**config.mk**
```make
export PLATFORM = sky130hd
export DESIGN_NAME = mc_evt_monitor
export DESIGN_NICKNAME = d
export VERILOG_FILES = /design/src/rtl/mc_evt_pkg.sv /design/src/rtl/mc_evt_ctr.sv /design/src/rtl/mc_evt_bank.sv /design/src/rtl/mc_evt_irq.sv /design/src/rtl/mc_evt_monitor.sv
export SDC_FILE = /design/constraint.sdc
export NUM_CORES = 1
export LEC_CHECK = 0
export BUFFER_PORTS_ARGS = -buffer_cell sky130_fd_sc_hd__buf_4
export CAP_MARGIN = 10
export CORE_MARGIN = 8
export CORE_UTILIZATION = 37
export CTS_CLUSTER_SIZE = 12
export DETAILED_ROUTE_END_ITERATION = 8
export HOLD_SLACK_MARGIN = 0.05
export PLACE_DENSITY = 0.64
export SETUP_SLACK_MARGIN = 0.15
export SYNTH_ARGS = -nofsm -noshare
export SYNTH_HDL_FRONTEND = slang
export SYNTH_SLANG_ARGS = --single-unit
```
**constraint.sdc**
```tcl
create_clock -name clk -period 5 [get_ports clk]
set_input_delay 0.5 -clock clk [delete_from_list [all_inputs] [get_ports clk]]
set_output_delay 0.5 -clock clk [all_outputs]
set_load 0.01 [all_outputs]
```
**src/rtl/mc_evt_pkg.sv**
```systemverilog
`timescale 1ns/1ps
package mc_evt_pkg;

    localparam int REG_W   = 32;
    localparam int ADDR_W  = 10;
    localparam int TIME_BIT = 31;

    localparam logic [ADDR_W-1:0] OFS_CTRL  = 10'h000;
    localparam logic [ADDR_W-1:0] OFS_CFG   = 10'h004;
    localparam logic [ADDR_W-1:0] OFS_STAT  = 10'h008;
    localparam logic [ADDR_W-1:0] OFS_CLR   = 10'h00C;
    localparam logic [ADDR_W-1:0] OFS_IER   = 10'h010;
    localparam logic [ADDR_W-1:0] OFS_ISR   = 10'h014;
    localparam logic [ADDR_W-1:0] OFS_ICR   = 10'h018;
    localparam logic [ADDR_W-1:0] OFS_TIME  = 10'h020;
    localparam logic [ADDR_W-1:0] OFS_EVT0  = 10'h030;
    localparam logic [ADDR_W-1:0] OFS_HWCFG = 10'h3F0;
    localparam logic [ADDR_W-1:0] OFS_VER   = 10'h3F4;
    localparam logic [ADDR_W-1:0] OFS_IDR   = 10'h3F8;
    localparam logic [ADDR_W-1:0] OFS_SIG   = 10'h3FC;

    localparam logic [REG_W-1:0] SIG_VALUE = 32'hA3C5_DD01;

    localparam int CTRL_START_BIT = 0;
    localparam int CTRL_STOP_BIT  = 1;

    typedef enum logic [1:0] {
        EV_READ  = 2'd0,
        EV_WRITE = 2'd1,
        EV_ACT   = 2'd2,
        EV_IDLE  = 2'd3
    } evt_kind_e;

    typedef struct packed {
        logic              ctrl;
        logic              cfg;
        logic              clr;
        logic              ier;
        logic              icr;
    } wr_sel_t;

    function automatic logic [ADDR_W-1:0] evt_ofs(input int unsigned idx);
        return ADDR_W'(32'(OFS_EVT0) + 8 * idx);
    endfunction

endpackage

```
**src/rtl/mc_evt_ctr.sv**
```systemverilog
`timescale 1ns/1ps
module mc_evt_ctr #(
    parameter int CNT_W = 32
) (
    input  logic             clk,
    input  logic             rst,
    input  logic             inc,
    input  logic             clr,
    output logic [CNT_W-1:0] value,
    output logic             wrap
);

    always_ff @(posedge clk) begin
        if (rst) begin
            value <= '0;
        end else if (clr) begin
            value <= '0;
        end else if (inc) begin
            value <= value + 1'b1;
        end
    end

    assign wrap = inc & ~clr & (&value);

    AST_HOLD_WHEN_IDLE: assert property (@(posedge clk) disable iff (rst)
        (!inc && !clr) |=> $stable(value));

    AST_CLEAR_BEATS_INC: assert property (@(posedge clk) disable iff (rst)
        (clr && inc) |=> (value == '0));

endmodule

```
**src/rtl/mc_evt_bank.sv**
```systemverilog
`timescale 1ns/1ps
module mc_evt_bank #(
    parameter int NUM_CTR = 5,
    parameter int CNT_W   = 32
) (
    input  logic                     clk,
    input  logic                     rst,
    input  logic [NUM_CTR-1:0]       inc,
    input  logic [NUM_CTR-1:0]       clr,
    output logic [NUM_CTR*CNT_W-1:0] vals,
    output logic [NUM_CTR-1:0]       ovf,
    output logic [NUM_CTR-1:0]       wrap
);

    logic [NUM_CTR-1:0] ovf_q;

    for (genvar g = 0; g < NUM_CTR; g++) begin : g_ctr
        mc_evt_ctr #(.CNT_W(CNT_W)) ctr_i (
            .clk   (clk),
            .rst   (rst),
            .inc   (inc[g]),
            .clr   (clr[g]),
            .value (vals[g*CNT_W +: CNT_W]),
            .wrap  (wrap[g])
        );

        AST_WRAP_SETS_FLAG: assert property (@(posedge clk) disable iff (rst)
            wrap[g] |=> ovf_q[g]);
    end

    always_ff @(posedge clk) begin
        if (rst) begin
            ovf_q <= '0;
        end else begin
            ovf_q <= (ovf_q & ~clr) | wrap;
        end
    end

    assign ovf = ovf_q;

endmodule

```
**src/rtl/mc_evt_irq.sv**
```systemverilog
`timescale 1ns/1ps
module mc_evt_irq #(
    parameter int NUM_CTR = 5
) (
    input  logic               clk,
    input  logic               rst,
    input  logic [NUM_CTR-1:0] set,
    input  logic               ier_we,
    input  logic               icr_we,
    input  logic [NUM_CTR-1:0] wbits,
    output logic [NUM_CTR-1:0] ier,
    output logic [NUM_CTR-1:0] isr,
    output logic               irq
);

    logic [NUM_CTR-1:0] ier_q;
    logic [NUM_CTR-1:0] isr_q;
    logic [NUM_CTR-1:0] isr_clr;

    assign isr_clr = icr_we ? wbits : '0;

    always_ff @(posedge clk) begin
        if (rst) begin
            ier_q <= '0;
            isr_q <= '0;
        end else begin
            if (ier_we) begin
                ier_q <= wbits;
            end
            isr_q <= (isr_q & ~isr_clr) | set;
        end
    end

    assign ier = ier_q;
    assign isr = isr_q;
    assign irq = |(isr_q & ier_q);

    AST_FLAGS_STICKY: assert property (@(posedge clk) disable iff (rst)
        !icr_we |=> ((isr_q & $past(isr_q)) == $past(isr_q)));

endmodule

```
**src/rtl/mc_evt_monitor.sv**
```systemverilog
`timescale 1ns/1ps
module mc_evt_monitor
    import mc_evt_pkg::*;
#(
    parameter int          NUM_EVT = 4,
    parameter int          CNT_W   = 32,
    parameter logic [31:0] ID_VAL  = 32'h0000_0051,
    parameter logic [31:0] VER_VAL = 32'h0000_0013
) (
    input  logic               clk,
    input  logic               rst,
    input  logic [NUM_EVT-1:0] evt_pulse,
    input  logic               bus_we,
    input  logic [9:0]         bus_addr,
    input  logic [31:0]        bus_wdata,
    output logic [31:0]        bus_rdata,
    output logic               irq
);

    localparam int NUM_CTR  = NUM_EVT + 1;
    localparam int TIME_IDX = NUM_EVT;

    wr_sel_t                  wsel;
    logic                     run_q;
    logic [NUM_EVT-1:0]       cfg_q;
    logic [NUM_CTR-1:0]       wbits;
    logic [NUM_CTR-1:0]       ctr_inc;
    logic [NUM_CTR-1:0]       ctr_clr;
    logic [NUM_CTR*CNT_W-1:0] ctr_vals;
    logic [NUM_CTR-1:0]       ctr_ovf;
    logic [NUM_CTR-1:0]       ctr_wrap;
    logic [NUM_CTR-1:0]       ier_bits;
    logic [NUM_CTR-1:0]       isr_bits;
    logic [REG_W-1:0]         ovf_word;
    logic [REG_W-1:0]         ier_word;
    logic [REG_W-1:0]         isr_word;
    logic                     any_wrap;
    logic                     unused_wdata_bits;

    assign unused_wdata_bits = ^bus_wdata;

    // write decode
    always_comb begin
        wsel      = '0;
        wsel.ctrl = bus_we && (bus_addr == OFS_CTRL);
        wsel.cfg  = bus_we && (bus_addr == OFS_CFG);
        wsel.clr  = bus_we && (bus_addr == OFS_CLR);
        wsel.ier  = bus_we && (bus_addr == OFS_IER);
        wsel.icr  = bus_we && (bus_addr == OFS_ICR);
    end

    // register-bit layout to counter index: event X at bit X, cycle counter at bit 31
    always_comb begin
        wbits    = '0;
        ovf_word = '0;
        ier_word = '0;
        isr_word = '0;
        for (int i = 0; i < NUM_EVT; i++) begin
            wbits[i]    = bus_wdata[i];
            ovf_word[i] = ctr_ovf[i];
            ier_word[i] = ier_bits[i];
            isr_word[i] = isr_bits[i];
        end
        wbits[TIME_IDX]    = bus_wdata[TIME_BIT];
        ovf_word[TIME_BIT] = ctr_ovf[TIME_IDX];
        ier_word[TIME_BIT] = ier_bits[TIME_IDX];
        isr_word[TIME_BIT] = isr_bits[TIME_IDX];
    end

    assign any_wrap = |ctr_wrap;

    // run control: overflow freezes, stop beats start
    always_ff @(posedge clk) begin
        if (rst) begin
            run_q <= 1'b0;
        end else if (any_wrap) begin
            run_q <= 1'b0;
        end else if (wsel.ctrl && bus_wdata[CTRL_STOP_BIT]) begin
            run_q <= 1'b0;
        end else if (wsel.ctrl && bus_wdata[CTRL_START_BIT]) begin
            run_q <= 1'b1;
        end
    end

    always_ff @(posedge clk) begin
        if (rst) begin
            cfg_q <= '0;
        end else if (wsel.cfg) begin
            cfg_q <= bus_wdata[NUM_EVT-1:0];
        end
    end

    for (genvar g = 0; g < NUM_EVT; g++) begin : g_inc
        assign ctr_inc[g] = run_q & cfg_q[g] & evt_pulse[g];
    end
    assign ctr_inc[TIME_IDX] = run_q;
    assign ctr_clr           = wsel.clr ? wbits : '0;

    mc_evt_bank #(
        .NUM_CTR (NUM_CTR),
        .CNT_W   (CNT_W)
    ) bank_i (
        .clk  (clk),
        .rst  (rst),
        .inc  (ctr_inc),
        .clr  (ctr_clr),
        .vals (ctr_vals),
        .ovf  (ctr_ovf),
        .wrap (ctr_wrap)
    );

    mc_evt_irq #(
        .NUM_CTR (NUM_CTR)
    ) irq_i (
        .clk    (clk),
        .rst    (rst),
        .set    (ctr_wrap),
        .ier_we (wsel.ier),
        .icr_we (wsel.icr),
        .wbits  (wbits),
        .ier    (ier_bits),
        .isr    (isr_bits),
        .irq    (irq)
    );

    // read decode
    always_comb begin
        bus_rdata = '0;
        case (bus_addr)
            OFS_CTRL:  bus_rdata[0] = run_q;
            OFS_CFG:   bus_rdata[NUM_EVT-1:0] = cfg_q;
            OFS_STAT:  bus_rdata = ovf_word;
            OFS_IER:   bus_rdata = ier_word;
            OFS_ISR:   bus_rdata = isr_word;
            OFS_TIME:  bus_rdata = REG_W'(ctr_vals[TIME_IDX*CNT_W +: CNT_W]);
            OFS_HWCFG: bus_rdata = {16'h0000, 8'(CNT_W), 8'(NUM_EVT)};
            OFS_VER:   bus_rdata = VER_VAL;
            OFS_IDR:   bus_rdata = ID_VAL;
            OFS_SIG:   bus_rdata = SIG_VALUE;
            default:   bus_rdata = '0;
        endcase
        for (int i = 0; i < NUM_EVT; i++) begin
            if (bus_addr == evt_ofs(i)) begin
                bus_rdata = REG_W'(ctr_vals[i*CNT_W +: CNT_W]);
            end
        end
    end

    AST_FREEZE_ON_WRAP: assert property (@(posedge clk) disable iff (rst)
        any_wrap |=> !run_q);

    AST_RESUME_AFTER_START: assert property (@(posedge clk) disable iff (rst)
        (wsel.ctrl && bus_wdata[CTRL_START_BIT] && !bus_wdata[CTRL_STOP_BIT] && !any_wrap)
        |=> run_q);

    AST_STOPPED_TIME_HOLDS: assert property (@(posedge clk) disable iff (rst)
        (!run_q && !wsel.clr) |=> $stable(ctr_vals));

endmodule

```
==> Word-level counts from Yosys, hierarchy flattened <==
Index checks and enable logic that the tools add are counted.
{ "totals": {"elab_cells": 90, "in_bits": 49, "reg_bits": 180, "output_inout_bits": 33} }
{ "classes": {"muxes": 9, "reduce_logical": 21, "n_eq_ne": 15, "bitwise_logic": 30, "addsub": 5} }
{ "ops": {"columns": ["operator", "count"], "rows": [
  ["$pmux 28 s8", 1],
  ["$add 32x1->32 const B", 5],
  ["$reduce_and 32->1", 5],
  ["$mux 32", 4],
  ["$eq 10x10->1 const B", 4],
  ["$eq 10x5->1 const B", 3],
  ["$eq 10x6->1 const B", 3],
  ["$pmux 3 s7", 1],
  ["$eq 10x4->1 const B", 2],
  ["$eq 10x7->1 const B", 2],
  ["$and 1x1->1", 18],
  ["$and 5x5->5", 3],
  ["$eq 10x3->1 const B", 1],
  ["$logic_not 10->1", 1],
  ["$mux 5", 2],
  ["$not 5->5", 2],
  ["$or 5x5->5", 2],
  ["$reduce_or 2->1", 5],
  ["$logic_and 1x1->1", 7],
  ["$pmux 1 s7", 1],
  ["$reduce_or 7->1", 1],
  ["$not 1->1", 5],
  ["$reduce_or 5->1", 1],
  ["$reduce_or 3->1", 1]
]} }

==> Logic depth before layout (Yosys ltp) <==
{ "depth": {"word_depth": 7, "mapped_depth": 9, "ltp_nobuf": 6} }

==> Modules after synthesis <==
From an unflattened synthesis, not the netlist that was laid out.
{ "unflattened": {"hier_cells": 1249, "area_unflattened_um2": 10402.5} }
{ "by_module_without_submodules": {"columns": ["module", "area_each_um2", "instances", "cells_each", "seq_area_each_um2"], "rows": [
  ["mc_evt_ctr", 1546.5, 5, 181, 640.6],
  ["mc_evt_monitor", 2104.5, 1, 289, 100.1],
  ["mc_evt_irq", 390.4, 1, 35, 200.2],
  ["mc_evt_bank", 175.2, 1, 20, 100.1]
]} }

==> Least setup slack after synthesis <==
OpenSTA, ideal clock, no wires.
{ "synth_path": {"path_kind": "input to output", "from": "input bus_addr[2]", "to": "output bus_rdata[31]", "path_buffers": 2, "path_slack_ns": 2.550, "required_ns": 4.500, "arrival_ns": 1.950, "cell_stages": 7, "cell_sequence": "buf_2 nor3_4 nand4_1 clkbuf_1 nor3b_1 nor4_1 nor3_1"} }
{ "synth_between": {"elab_chain_len": 6, "word_cells_on_any_way": 17, "classes_between": "eq/ne: 12; mux: 5"} }
{ "synth_lines": {"columns": ["item", "line", "rtl"], "rows": [
  ["from (decl)", "mc_evt_monitor.sv:14", "input logic [9:0] bus_addr,"],
  ["$eq 10x10->1, or another cell as far along", "mc_evt_monitor.sv:129", "case (bus_addr)"],
  ["$pmux 28 s8", "mc_evt_monitor.sv:129", null],
  ["$mux 32 (3 in a row)", "mc_evt_monitor.sv:143", "if (bus_addr == evt_ofs(i)) begin"],
  ["$mux 32 (*)", "mc_evt_monitor.sv:143", null],
  ["to (decl)", "mc_evt_monitor.sv:16", "output logic [31:0] bus_rdata,"]
]} }
Every way passes the cells marked *; elsewhere a longest branch is shown, timed or not.

==> Worst setup path after layout <==
{ "layout_path": {"from": "input bus_addr[4]", "to": "output bus_rdata[12]"} }
Same word-level chain as after synthesis.

==> run metrics <==
outcome=finished, final reports clean; Critical Path Fanout Max=46; worst slew pin tran=1220 ps; sequential area share after synthesis=37.0%; PD cells=268 nW/um^2; CTS tree=yes; Yosys cell types=62; vias post-DR=8,654; Final Skew=8.51 ps; Tot Pwr=2.95 mW; Inst Count DP=1,543; fill cell count=2,593; die area=31,800 um^2; Int Power=2.28 mW; CP Capture Type=output port; first-pass iteration count of the detailed router=6; Pins Over Slew Limit=0; CTS Buf Count=17; Psw=0.667 mW; post-synth top area cell=dfxtp_1; placement row count=59; Post-CTS Setup Inserts=0; Clk Latency, worst-skew pair=440 ps; max_slew headroom=18.8%; total clock sinks=180; Net Sw Frac=22.6%; Clk pwr share=48.5%; unrepaired setup endpoints after global routing=false; width of the die=178 um; Required @ worst endpoint=4500 ps; WP data arrival=3210 ps; ys flop type=dfxtp_1; Root Driver=clkbuf_16; CTS Hold Bufs=0; Area Growth Syn to Fin=12.7%; PostCTS Resize Cnt=0; FFs w/ async S/R, synth=0%; core area=26,000 um^2; Flop pwr share=48.6%; pre-CTS setup slack=1330 ps; first-pass GRT wire length=43,500 um; worst setup path class=input port to output port; Hold Path Class=input port to register; post-DR vias/cell=5.49; Synth top cells by count=nor2_1 (239), dfxtp_1 (180), nand2_1 (107), xnor2_1 (92), xor2_1 (57); mapped cell area=9750 um^2; Synthesized Nets=1,260; total grt overflow=0; final non-filler cell total=1,575; routed length per instance=17.2 um; RD Place Congestion=0.917; initial core utilization=37.5%; FF+latch area=3600 um^2; largest net degree at the start of global routing=47; Clock Tree Buf Depth=2; Leak Pwr=3.85 nW; share of cells above drive strength 1=9.84%; Peak VDD IR=0.231 mV; I/O Pins=82; post-layout min period=3710 ps; antenna-violating nets left=0; post-route setup TNS=0 ps; Hold Fails Final Rpt=0; Hold Worst Slack=322 ps; multi-input logic area=5750 um^2; # DRC=0; antenna fix cells=0; period utilisation layout=74.1%; max-cap violations=0; worst setup margin=1290 ps; Port Buf Inserts=54; antenna violations before repair=0; fmax=270 MHz; WL final=27,200 um; 1st-iter DRT viols=911; Post-Syn Instances=1,206; setup violators final=0; EDFF count, synth=0; Synth area leaders=dfxtp_1 (37%), nor2_1 (9.2%), xnor2_1 (8.3%), xor2_1 (5.1%), mux2i_1 (4.6%); Comb power frac=2.8%; gr usage total=17.2%; vias in the first global route=8,153; Worst Setup Start Kind=input port; post-synthesis register bit count=180; H-tree depth=4; Final Net Count=1,281; syn avg cell area=8.08 um^2; count leader, synth=nor2_1; synth warn=0; Clock transition at path regs=70 ps; share of Yosys cell area claimed by the top area cell type=37.0%; DP HPWL=20,000 um; Die Y=178 um
==> power by group through the flow <==
stage | Clock (mW) | Combinational, mW | Sequential [mW]
CTS | 1.45 | 0.0822 | 1.43
global placement | 0 | 0.0820 | 1.47
detailed placement | 0 | 0.0823 | 1.47
floorplan | 0 | 0.0510 | 1.47
finish | 1.43 | 0.0833 | 1.43
global route | 1.51 | 0.0892 | 1.43
==> cell type report <==
class	instances	area share, %
inverter	26	0.888
sequential	180	32.8
clock buffer	19	4.12
clock inverter	13	1.56
multi-input combinational	936	52.3
timing repair buffer	66	4.51
tap	335	3.82
==> registers in the layout (all words and copies together), names as in the netlist <==
| register | count |
|---|---|
| cfg_q | 4 |
| irq_i.isr | 5 |
| irq_i.ier | 5 |
| bank_i.ovf | 5 |
| run_q | 1 |
| bank_i.g_ctr.ctr_i.value | 160 |
==> layer usage <==
layer  routed length (um)  GRT usage [%]
met1                12600           23.3
met2                12300           27.3
met3                 1680           3.05
met4                  531           5.55
met5                    0              0
==> path summary, 6_finish.rpt <==
path | from | end | slack, ps | cells after the start
worst min register to register | bank_i.ovf[0] | bank_i.ovf[0] | 460 | 2
worst min-delay path | bus_wdata[31] | irq_i.ier[4] | 320 | 3
worst max-delay path | bus_addr[4] | bus_rdata[12] | 1290 | 7
worst max register to register | run_q | run_q | 2210 | 6
==> kinds of logic after synthesis <==
kind of cell | after synthesis | synth area share [%]
xor+xnor | 149 | 13.4
compound gates | 118 | 8.32
fa+ha+maj | 5 | 0.642
buf+inv | 90 | 4.11
mux | 48 | 4.97
flops | 180 | 37.0
simple gates | 616 | 31.6
==> worst max-delay path, cell delays in order <==
cell	delay, ps
buf_4	310
nor3_1	480
nand2_1	230
nor2_2	870
a2111oi_0	310
o21ai_0	300
buf_4	170
==> layout by cell type (no fill, tap or decap), drive strengths merged, types with 4 or more instances in the layout <==
master | netlist | final
inv | 26 | 30
nand2 | 107 | 107
o21ai | 14 | 14
or3 | 8 | 8
buf | 41 | 66
nand4 | 56 | 56
clkinv | 0 | 5
a22oi | 16 | 16
mux2i | 45 | 45
nor3 | 43 | 43
a221o | 5 | 5
dfxtp | 180 | 180
o22ai | 12 | 12
and3 | 25 | 25
clkbuf | 23 | 19
and2 | 8 | 8
a221oi | 11 | 11
xnor2 | 92 | 92
and4 | 26 | 26
ha | 5 | 5
a21oi | 32 | 32
nor3b | 5 | 5
nor2 | 239 | 239
xor2 | 57 | 57
a31oi | 4 | 4
nor4 | 28 | 28
nand3 | 56 | 56
==> stage by stage <==
step                      util [%]  area [um^2]
after floorplan                  -         9750
after global placement        39.9        10400
after detailed placement      39.9        10400
after CTS                     42.3        11000
after global routing          42.3        11000
final                         42.3        11000
(Power assumes the default switching activity.)
